**src/rtl/evg_pkg.sv**
```systemverilog
package evg_pkg;

   // Width of one channel's configuration byte and of its target field.
   localparam int unsigned CFG_BYTE_W = 8;
   localparam int unsigned CFG_SEL_W  = 5;

   // Action codes; the encoding is fixed by the byte layout.
   typedef enum logic [1:0] {
      EVG_ACT_LEVEL = 2'd0,
      EVG_ACT_SET   = 2'd1,
      EVG_ACT_CLEAR = 2'd2,
      EVG_ACT_FLIP  = 2'd3
   } evg_act_e;

   // One channel's configuration, msb first: enable, action, target.
   typedef struct packed {
      logic                 en;
      evg_act_e             act;
      logic [CFG_SEL_W-1:0] sel;
   } evg_cfg_t;

endpackage

```
**src/rtl/evg_cfg_reg.sv**
```systemverilog
module evg_cfg_reg
   import evg_pkg::*;
#(
   parameter int unsigned NUM_CH = 4,
   parameter int unsigned BUS_W  = 32,
   localparam int unsigned CTRL_W = NUM_CH * CFG_BYTE_W
) (
   input  logic                           clk,
   input  logic                           rst_n,
   input  logic                           wr_ctrl,
   input  logic [BUS_W-1:0]               wr_data,
   output logic [CTRL_W-1:0]              ctrl_q,
   output evg_cfg_t [NUM_CH-1:0]          cfg_o
);

   // One byte register per channel.
   for (genvar c = 0; c < NUM_CH; c++) begin : g_byte
      logic [CFG_BYTE_W-1:0] byte_q;

      always_ff @(posedge clk or negedge rst_n) begin
         if (!rst_n) begin
            byte_q <= '0;
         end else if (wr_ctrl) begin
            byte_q <= wr_data[c*CFG_BYTE_W +: CFG_BYTE_W];
         end
      end

      assign ctrl_q[c*CFG_BYTE_W +: CFG_BYTE_W] = byte_q;
      assign cfg_o[c]                          = evg_cfg_t'(byte_q);
   end

   // Bus bits above the control word are not stored.
   if (BUS_W > CTRL_W) begin : g_wide_bus
      logic unused_hi;
      assign unused_hi = ^wr_data[BUS_W-1:CTRL_W];
   end

endmodule

```
**src/rtl/evg_chan_decode.sv**
```systemverilog
module evg_chan_decode
   import evg_pkg::*;
#(
   parameter int unsigned NUM_PINS = 32,
   localparam int unsigned PIN_W   = $clog2(NUM_PINS)
) (
   input  evg_cfg_t              cfg,
   input  logic                  pulse,
   input  logic                  level,
   input  logic [NUM_PINS-1:0]   cur,
   output logic [NUM_PINS-1:0]   hit,
   output logic                  val
);

   logic sel_ok;
   logic fire;

   // A full group decodes every target value; a narrow one drops out-of-range targets.
   if (NUM_PINS == (1 << CFG_SEL_W)) begin : g_full_sel
      assign sel_ok = 1'b1;
   end else begin : g_narrow_sel
      assign sel_ok = (cfg.sel < CFG_SEL_W'(NUM_PINS));
   end

   assign fire = cfg.en & pulse & sel_ok;

   // One-hot target mask.
   for (genvar p = 0; p < NUM_PINS; p++) begin : g_pin
      assign hit[p] = fire && (cfg.sel == CFG_SEL_W'(p));
   end

   // New value of the targeted bit.
   always_comb begin
      unique case (cfg.act)
         EVG_ACT_LEVEL: val = level;
         EVG_ACT_SET:   val = 1'b1;
         EVG_ACT_CLEAR: val = 1'b0;
         EVG_ACT_FLIP:  val = ~cur[cfg.sel[PIN_W-1:0]];
         default:       val = 1'b0;
      endcase
   end

endmodule

```
**src/rtl/evg_out_merge.sv**
```systemverilog
module evg_out_merge #(
   parameter int unsigned NUM_PINS = 32,
   parameter int unsigned NUM_CH   = 4,
   localparam int unsigned HIT_W   = NUM_PINS * NUM_CH
) (
   input  logic [NUM_PINS-1:0] cur,
   input  logic                bus_load,
   input  logic [NUM_PINS-1:0] bus_val,
   input  logic [HIT_W-1:0]    hit_vec,
   input  logic [NUM_CH-1:0]   val_vec,
   output logic [NUM_PINS-1:0] nxt
);

   // Channel 0 is applied first, so the highest channel lands last and wins.
   always_comb begin
      nxt = bus_load ? bus_val : cur;
      for (int c = 0; c < NUM_CH; c++) begin
         nxt = (nxt & ~hit_vec[c*NUM_PINS +: NUM_PINS])
             | (hit_vec[c*NUM_PINS +: NUM_PINS] & {NUM_PINS{val_vec[c]}});
      end
   end

endmodule

```
**src/rtl/evg_event_out.sv**
```systemverilog
module evg_event_out
   import evg_pkg::*;
#(
   parameter int unsigned NUM_PINS = 32,
   parameter int unsigned NUM_CH   = 4,
   parameter int unsigned BUS_W    = 32,
   localparam int unsigned CTRL_W  = NUM_CH * CFG_BYTE_W
) (
   input  logic                clk,
   input  logic                rst_n,
   input  logic                wr_en,
   input  logic                wr_sel,
   input  logic [BUS_W-1:0]    wr_data,
   input  logic [NUM_CH-1:0]   evt_pulse,
   input  logic [NUM_CH-1:0]   evt_level,
   output logic [CTRL_W-1:0]   ctrl_q,
   output logic [NUM_PINS-1:0] pins_out
);

   // Elaboration-time parameter checks.
   if (NUM_CH < 1 || CTRL_W > BUS_W) begin : g_bad_ch
      $error("evg_event_out: NUM_CH must be 1 or more and fit the bus width");
   end
   if (NUM_PINS < 2 || NUM_PINS > (1 << CFG_SEL_W) || NUM_PINS > BUS_W) begin : g_bad_pins
      $error("evg_event_out: NUM_PINS must be 2..32 and fit the bus width");
   end
   if (NUM_PINS != (1 << $clog2(NUM_PINS))) begin : g_bad_pow2
      $error("evg_event_out: NUM_PINS must be a power of two");
   end

   evg_cfg_t [NUM_CH-1:0]       cfg;
   logic [NUM_PINS*NUM_CH-1:0]  hit_vec;
   logic [NUM_CH-1:0]           val_vec;
   logic [NUM_PINS-1:0]         out_q;
   logic [NUM_PINS-1:0]         out_d;
   logic                        wr_ctrl;
   logic                        wr_out;

   assign wr_ctrl = wr_en & ~wr_sel;
   assign wr_out  = wr_en &  wr_sel;

   evg_cfg_reg #(
      .NUM_CH (NUM_CH),
      .BUS_W  (BUS_W)
   ) u_cfg (
      .clk     (clk),
      .rst_n   (rst_n),
      .wr_ctrl (wr_ctrl),
      .wr_data (wr_data),
      .ctrl_q  (ctrl_q),
      .cfg_o   (cfg)
   );

   for (genvar c = 0; c < NUM_CH; c++) begin : g_chan
      evg_chan_decode #(
         .NUM_PINS (NUM_PINS)
      ) u_dec (
         .cfg   (cfg[c]),
         .pulse (evt_pulse[c]),
         .level (evt_level[c]),
         .cur   (out_q),
         .hit   (hit_vec[c*NUM_PINS +: NUM_PINS]),
         .val   (val_vec[c])
      );
   end

   evg_out_merge #(
      .NUM_PINS (NUM_PINS),
      .NUM_CH   (NUM_CH)
   ) u_merge (
      .cur      (out_q),
      .bus_load (wr_out),
      .bus_val  (wr_data[NUM_PINS-1:0]),
      .hit_vec  (hit_vec),
      .val_vec  (val_vec),
      .nxt      (out_d)
   );

   always_ff @(posedge clk or negedge rst_n) begin
      if (!rst_n) begin
         out_q <= '0;
      end else begin
         out_q <= out_d;
      end
   end

   assign pins_out = out_q;

endmodule

```
**config.mk**
```make
export PLATFORM = sky130hd
export DESIGN_NAME = evg_event_out
export DESIGN_NICKNAME = d
export VERILOG_FILES = /design/src/rtl/evg_pkg.sv /design/src/rtl/evg_cfg_reg.sv /design/src/rtl/evg_chan_decode.sv /design/src/rtl/evg_out_merge.sv /design/src/rtl/evg_event_out.sv
export SDC_FILE = /design/constraint.sdc
export NUM_CORES = 1
export LEC_CHECK = 0
export BUFFER_PORTS_ARGS = -buffer_cell sky130_fd_sc_hd__buf_4
export CAP_MARGIN = 10
export CORE_MARGIN = 10
export CORE_UTILIZATION = 43
export CTS_CLUSTER_SIZE = 20
export DETAILED_ROUTE_END_ITERATION = 8
export PLACE_DENSITY = 0.69
export SYNTH_ARGS = -nofsm -noshare
export SYNTH_HDL_FRONTEND = slang
export SYNTH_SLANG_ARGS = --single-unit
```
**constraint.sdc**
```tcl
create_clock -name clk -period 6.15 [get_ports clk]
set_input_delay 0.615 -clock clk [delete_from_list [all_inputs] [get_ports clk]]
set_output_delay 0.615 -clock clk [all_outputs]
set_load 0.01 [all_outputs]
```
---- After elaboration in Yosys (flattened, before gate mapping) ----
Index checks and enable logic that the tools add are counted.
storage, ports and cells
  bits in read-only memories .............. 0
  memories kept ........................... 0
  memory bits (writable) .................. 0
  latch bits .............................. 0
  logic and storage cells ................. 321
  register bits ........................... 64
  output and inout port bits .............. 64
cells by class
  reductions and logical operators ........ 136
  muxes and demuxes ....................... 13
  shifts and indexed selects .............. 0
  bitwise gates (word level) .............. 27
  add/sub/neg operators ................... 0
  $mul .................................... 0
  $lt $le $gt $ge ......................... 4
  div/mod/pow operators ................... 0
  equal/unequal tests ..................... 136
operators by type and width
  cell                                                                          number
  5-bit equality test, second input constant                                    64
  32-bit bitwise AND                                                            8
  5-bit by 4-bit equality test with 1-bit output, second input constant         32
  1-bit logical AND                                                             128
  32-bit inverter                                                               4
  32-bit bitwise OR                                                             4
  5-bit by 3-bit equality test with 1-bit output, second input constant         16
  5-bit by 2-bit equality test with 1-bit output, second input constant         8
  32-bit 2-to-1 mux                                                             1
  5-bit by 6-bit less-than comparator with 1-bit output, second input constant  4
  1-bit binary-select mux with 5-bit select                                     4
  5-bit by 1-bit equality test with 1-bit output, second input constant         4
  5-bit zero test                                                               4
  2-bit equality test, second input constant                                    8
  1-bit one-hot mux with 4 select lines                                         4
  2-bit by 1-bit equality test with 1-bit output, second input constant         4
  2-bit zero test                                                               4
  1-bit bitwise AND                                                             6
  1-bit inverter                                                                5
  1-bit 2-to-1 mux                                                              4

---- Logic depth before layout (Yosys ltp) ----
  depth in word-level cells ............... 12
  gate-level depth with buffers ........... 9
  mapped depth without buffers ............ 6

---- Cells and area by module ----
From an unflattened synthesis, not the netlist that was laid out.
unflattened totals
  cells, all modules ...................... 683
  area, all modules ....................... 6231.0 um^2
modules (own cells, without submodules)
  module           cells an instance  instances  area an instance (um^2)
  evg_chan_decode  85                 4          566.8
  evg_cfg_reg      100                1          1585.3
  evg_out_merge    209                1          1561.5
  evg_event_out    34                 1          817.0

---- Worst setup path before layout ----
No wires, ideal clock.
  kind .................................... register to register
  start ................................... reg u_cfg.g_byte[2].byte_q[1]
  end ..................................... reg with a tool-made name
  arrival time ............................ 2.471 ns
  path buffers ............................ 3
  cell stages (with the launch flop) ...... 10
  path slack .............................. 3.592 ns
  data required time ...................... 6.063 ns
  library setup time ...................... 0.087 ns
  path through ............................ dfrtp_1 buf_6 mux4_2 mux4_2 or3_1 buf_4 nand3_4 buf_6 o22ai_1 a211oi_2
RTL lines
  element                 RTL line           RTL
  start, declared         evg_cfg_reg.sv:18  logic [CFG_BYTE_W-1:0] byte_q;
  start signal, assigned  evg_cfg_reg.sv:24  byte_q <= wr_data[c*CFG_BYTE_W +: CFG_BYTE_W];

==> impl_results.md <==
- RSZ-0062 raised after global routing: false
- #FFs+latches synth: 64
- Total track usage: between 30% and 40%
- Yosys top cell by area: dfrtp_1
- Hold WS: 402 ps
- Port bufs: 107
- Die Y: 144 um
- Fin. max-slew vios: 0
- Nets: 935
- Remaining antenna violation count after routing: 0
- Final setup fails: 0
- CTS Root Cell: clkbuf_16
- P_int: between 1 and 1.5 mW
- RD Place Congestion: 1.03
- Initial core utilization: 43.5%
- CP endpoint kind: flip-flop
- Synthesis-to-layout area growth: 17.5%
- Syn avg cell area: 7.90 um^2
- Die W: 144 um
- Count leader, synth: nor2_1
- Syn Inst Count: a little over 800
- Most area-consuming cells after synthesis: dfrtp_1, mux4_2, mux2_2, nor2_1, nand2_1
- Drt total wl: 32300 um
- Warnings, synthesis: 0
- GR Overflow Total: 0
- Dpl hpwl: 22800 um
- Max IR drop VDD: 0.145 mV
- Crit path DAT: 3510 ps
- Status: finished clean
- Cell variety after synth: 62
- Die area: just over 20000 um^2
- Switching share of power: 45.7%
- CP Launch Type: flip-flop
- Post-synth top area share: 24.4%
- Largest net degree at the start of global routing: 65
- Primary FF master, synth: dfrtp_1
- Final period utilization: 52.6%
- Number of enable flip-flop cells after synthesis: 0
- CP required: 6420 ps
- Fraction of registers with async set/reset: between 90% and 100%
- Drt wl/cell: 29.8 um
- Critical path class: flip-flop to flip-flop
- Postcts setup bufs: 0
- Sequential share of the synthesized area: 24.4%
- Commonest cells post-synth: nor2_1, nand2_1, dfrtp_1
- Clock network fraction of total power: 23.8%
- Sequential Power Share: about 33%
- Leakage: 2.84 nW
- Clk slew on worst S/H paths: about 60 ps
- Site Rows: 45
- Post-Syn Nets: 874
- Antenna violations before repair: 0
- Inserted Diodes: 0
- Iter 0 DRT Violations: approximately 1300
- Layout cell share with drive strength beyond 1: 23.9%
- First-pass GRT wire length: 48000 um
- Comb pwr share: 43.6%
- Hold Buf Count CTS: 0
- Number of global-route vias before repair: 7512
- Slew @ Worst Pin: about 1200 ps
- CTS tree: built
- Final Non-Filler Cells: 1084
- Worst Skew: 10.4 ps
- Final hold viol count: 0
- Max transition margin: 22.2%
- I/O pin count: 108
- Clk Latency, worst-skew pair: ~350 ps
- Hold crit path type: input pin to async pin
- Mapped cell area: 6560 um^2
- Total Neg Setup Slack: 0 ps
- Core Box Area: 15100 um^2
- Fill count: 1503
- P_sw: 1.00 mW
- Vias per std cell: 7.29
- H-tree lvl count: 3
- DRC errors left: 0
- Max Cap Violations: 0
- Num CTS Buffers: 9
- Crit Path Max Fanout: 32
- PwrDens: 285 nW/um^2
- Post_cts resized: 0
- Router iterations before antenna repair: 7
- Clk sinks: 64
- Min Tclk post-route: 3240 ps
- FMAX: 309 MHz
- Vias: a little under 8000
- Placed cell count: 1068
- CTS Buffer Depth: 2
path summary, 6_finish.rpt:
| path | cells after the start | slack, ps | endpoint | from |
|---|---|---|---|---|
| worst max register to register | 7 | 2910 | flip-flop | u_cfg.g_byte[3].byte_q[1] |
| max in group asynchronous | 1 | 5120 | async pin | rst_n |
| worst max-delay path | 7 | 2910 | flip-flop | u_cfg.g_byte[3].byte_q[1] |
| worst min-delay path | 1 | 400 | u_cfg.g_byte[3].byte_q[7] | rst_n |
| min in group clk | 2 | 500 | u_cfg.g_byte[1].byte_q[4] | wr_data[12] |
| worst min register to register | 1 | 570 | u_cfg.g_byte[2].byte_q[5] | u_cfg.g_byte[2].byte_q[5] |
layout make-up:
type                    count  area (um^2)  share of cell area [%]
clock buffers              13          270                    3.51
clock inverters             3         15.0                   0.195
inverters                   1         3.75                  0.0487
multi-input cells         698         4700                    61.0
flip-flops and latches     64         1600                    20.8
well taps                 188          235                    3.05
repair buffers            117          878                    11.4
power groups by stage:
| stage | Sequential (mW) | Combinational [mW] | Clock (mW) |
|---|---|---|---|
| after floorplan | 0.605 | 0.593 | 0 |
| after global placement | 0.708 | 0.926 | 0 |
| after detailed placement | 0.707 | 0.928 | 0 |
| after CTS | 0.700 | 0.931 | 0.517 |
| after global routing | 0.720 | 1.01 | 0.530 |
| final | 0.716 | 0.956 | 0.521 |
cell families after synthesis:
family / count (synthesis) / synth area share [%]
simple gates: 412 / 31.4
mux: 85 / 19.1
flops: 64 / 24.4
compound gates: 201 / 20.8
buf+inv: 68 / 4.33
stage by stage:
| step | power (mW) | utilization [%] | worst slack [ps] | cell area, um^2 |
|---|---|---|---|---|
| finish | 2.19 | 51.1 | 2910 | 7700 |
| global route | 2.26 | 51.1 | 2780 | 7700 |
| CTS | 2.15 | 51.1 | 2920 | 7700 |
| detailed placement | 1.64 | 49.2 | 2920 | 7420 |
| global placement | 1.63 | 49.2 | 2970 | 7420 |
| floorplan | 1.20 | - | 3590 | 6560 |
metal layers:
| metal | global-route usage [%] | share of wire, % | vias up |
|---|---|---|---|
| li1 | - | - | 3310 |
| met1 | 41.9 | 39 | 3815 |
| met2 | 44.3 | 42 | 659 |
| met3 | 7.99 | 14 | 120 |
| met4 | 15.5 | 4.8 | 0 |
| met5 | 0 | 0 | - |
critical path: stages (launching register included):
cell and delay, ps:
dfrtp_1 1080, mux4_2 600, mux2i_1 210, nor3_1 110
o32ai_4 280, buf_4 440, o21ai_0 200, a211oi_2 220
cells in the final DEF (no fill, tap or decap), types with 26 or more instances in the layout:
cell type / count
buf_4: 117
nor2_1: 93
nand2_1: 82
dfrtp_1: 64
nor3_1: 58
nand3_1: 54
a21oi_1: 45
mux2_2: 39
mux4_2: 28
a31oi_1: 28
o21ai_0: 26
(Power assumes the default switching activity.)
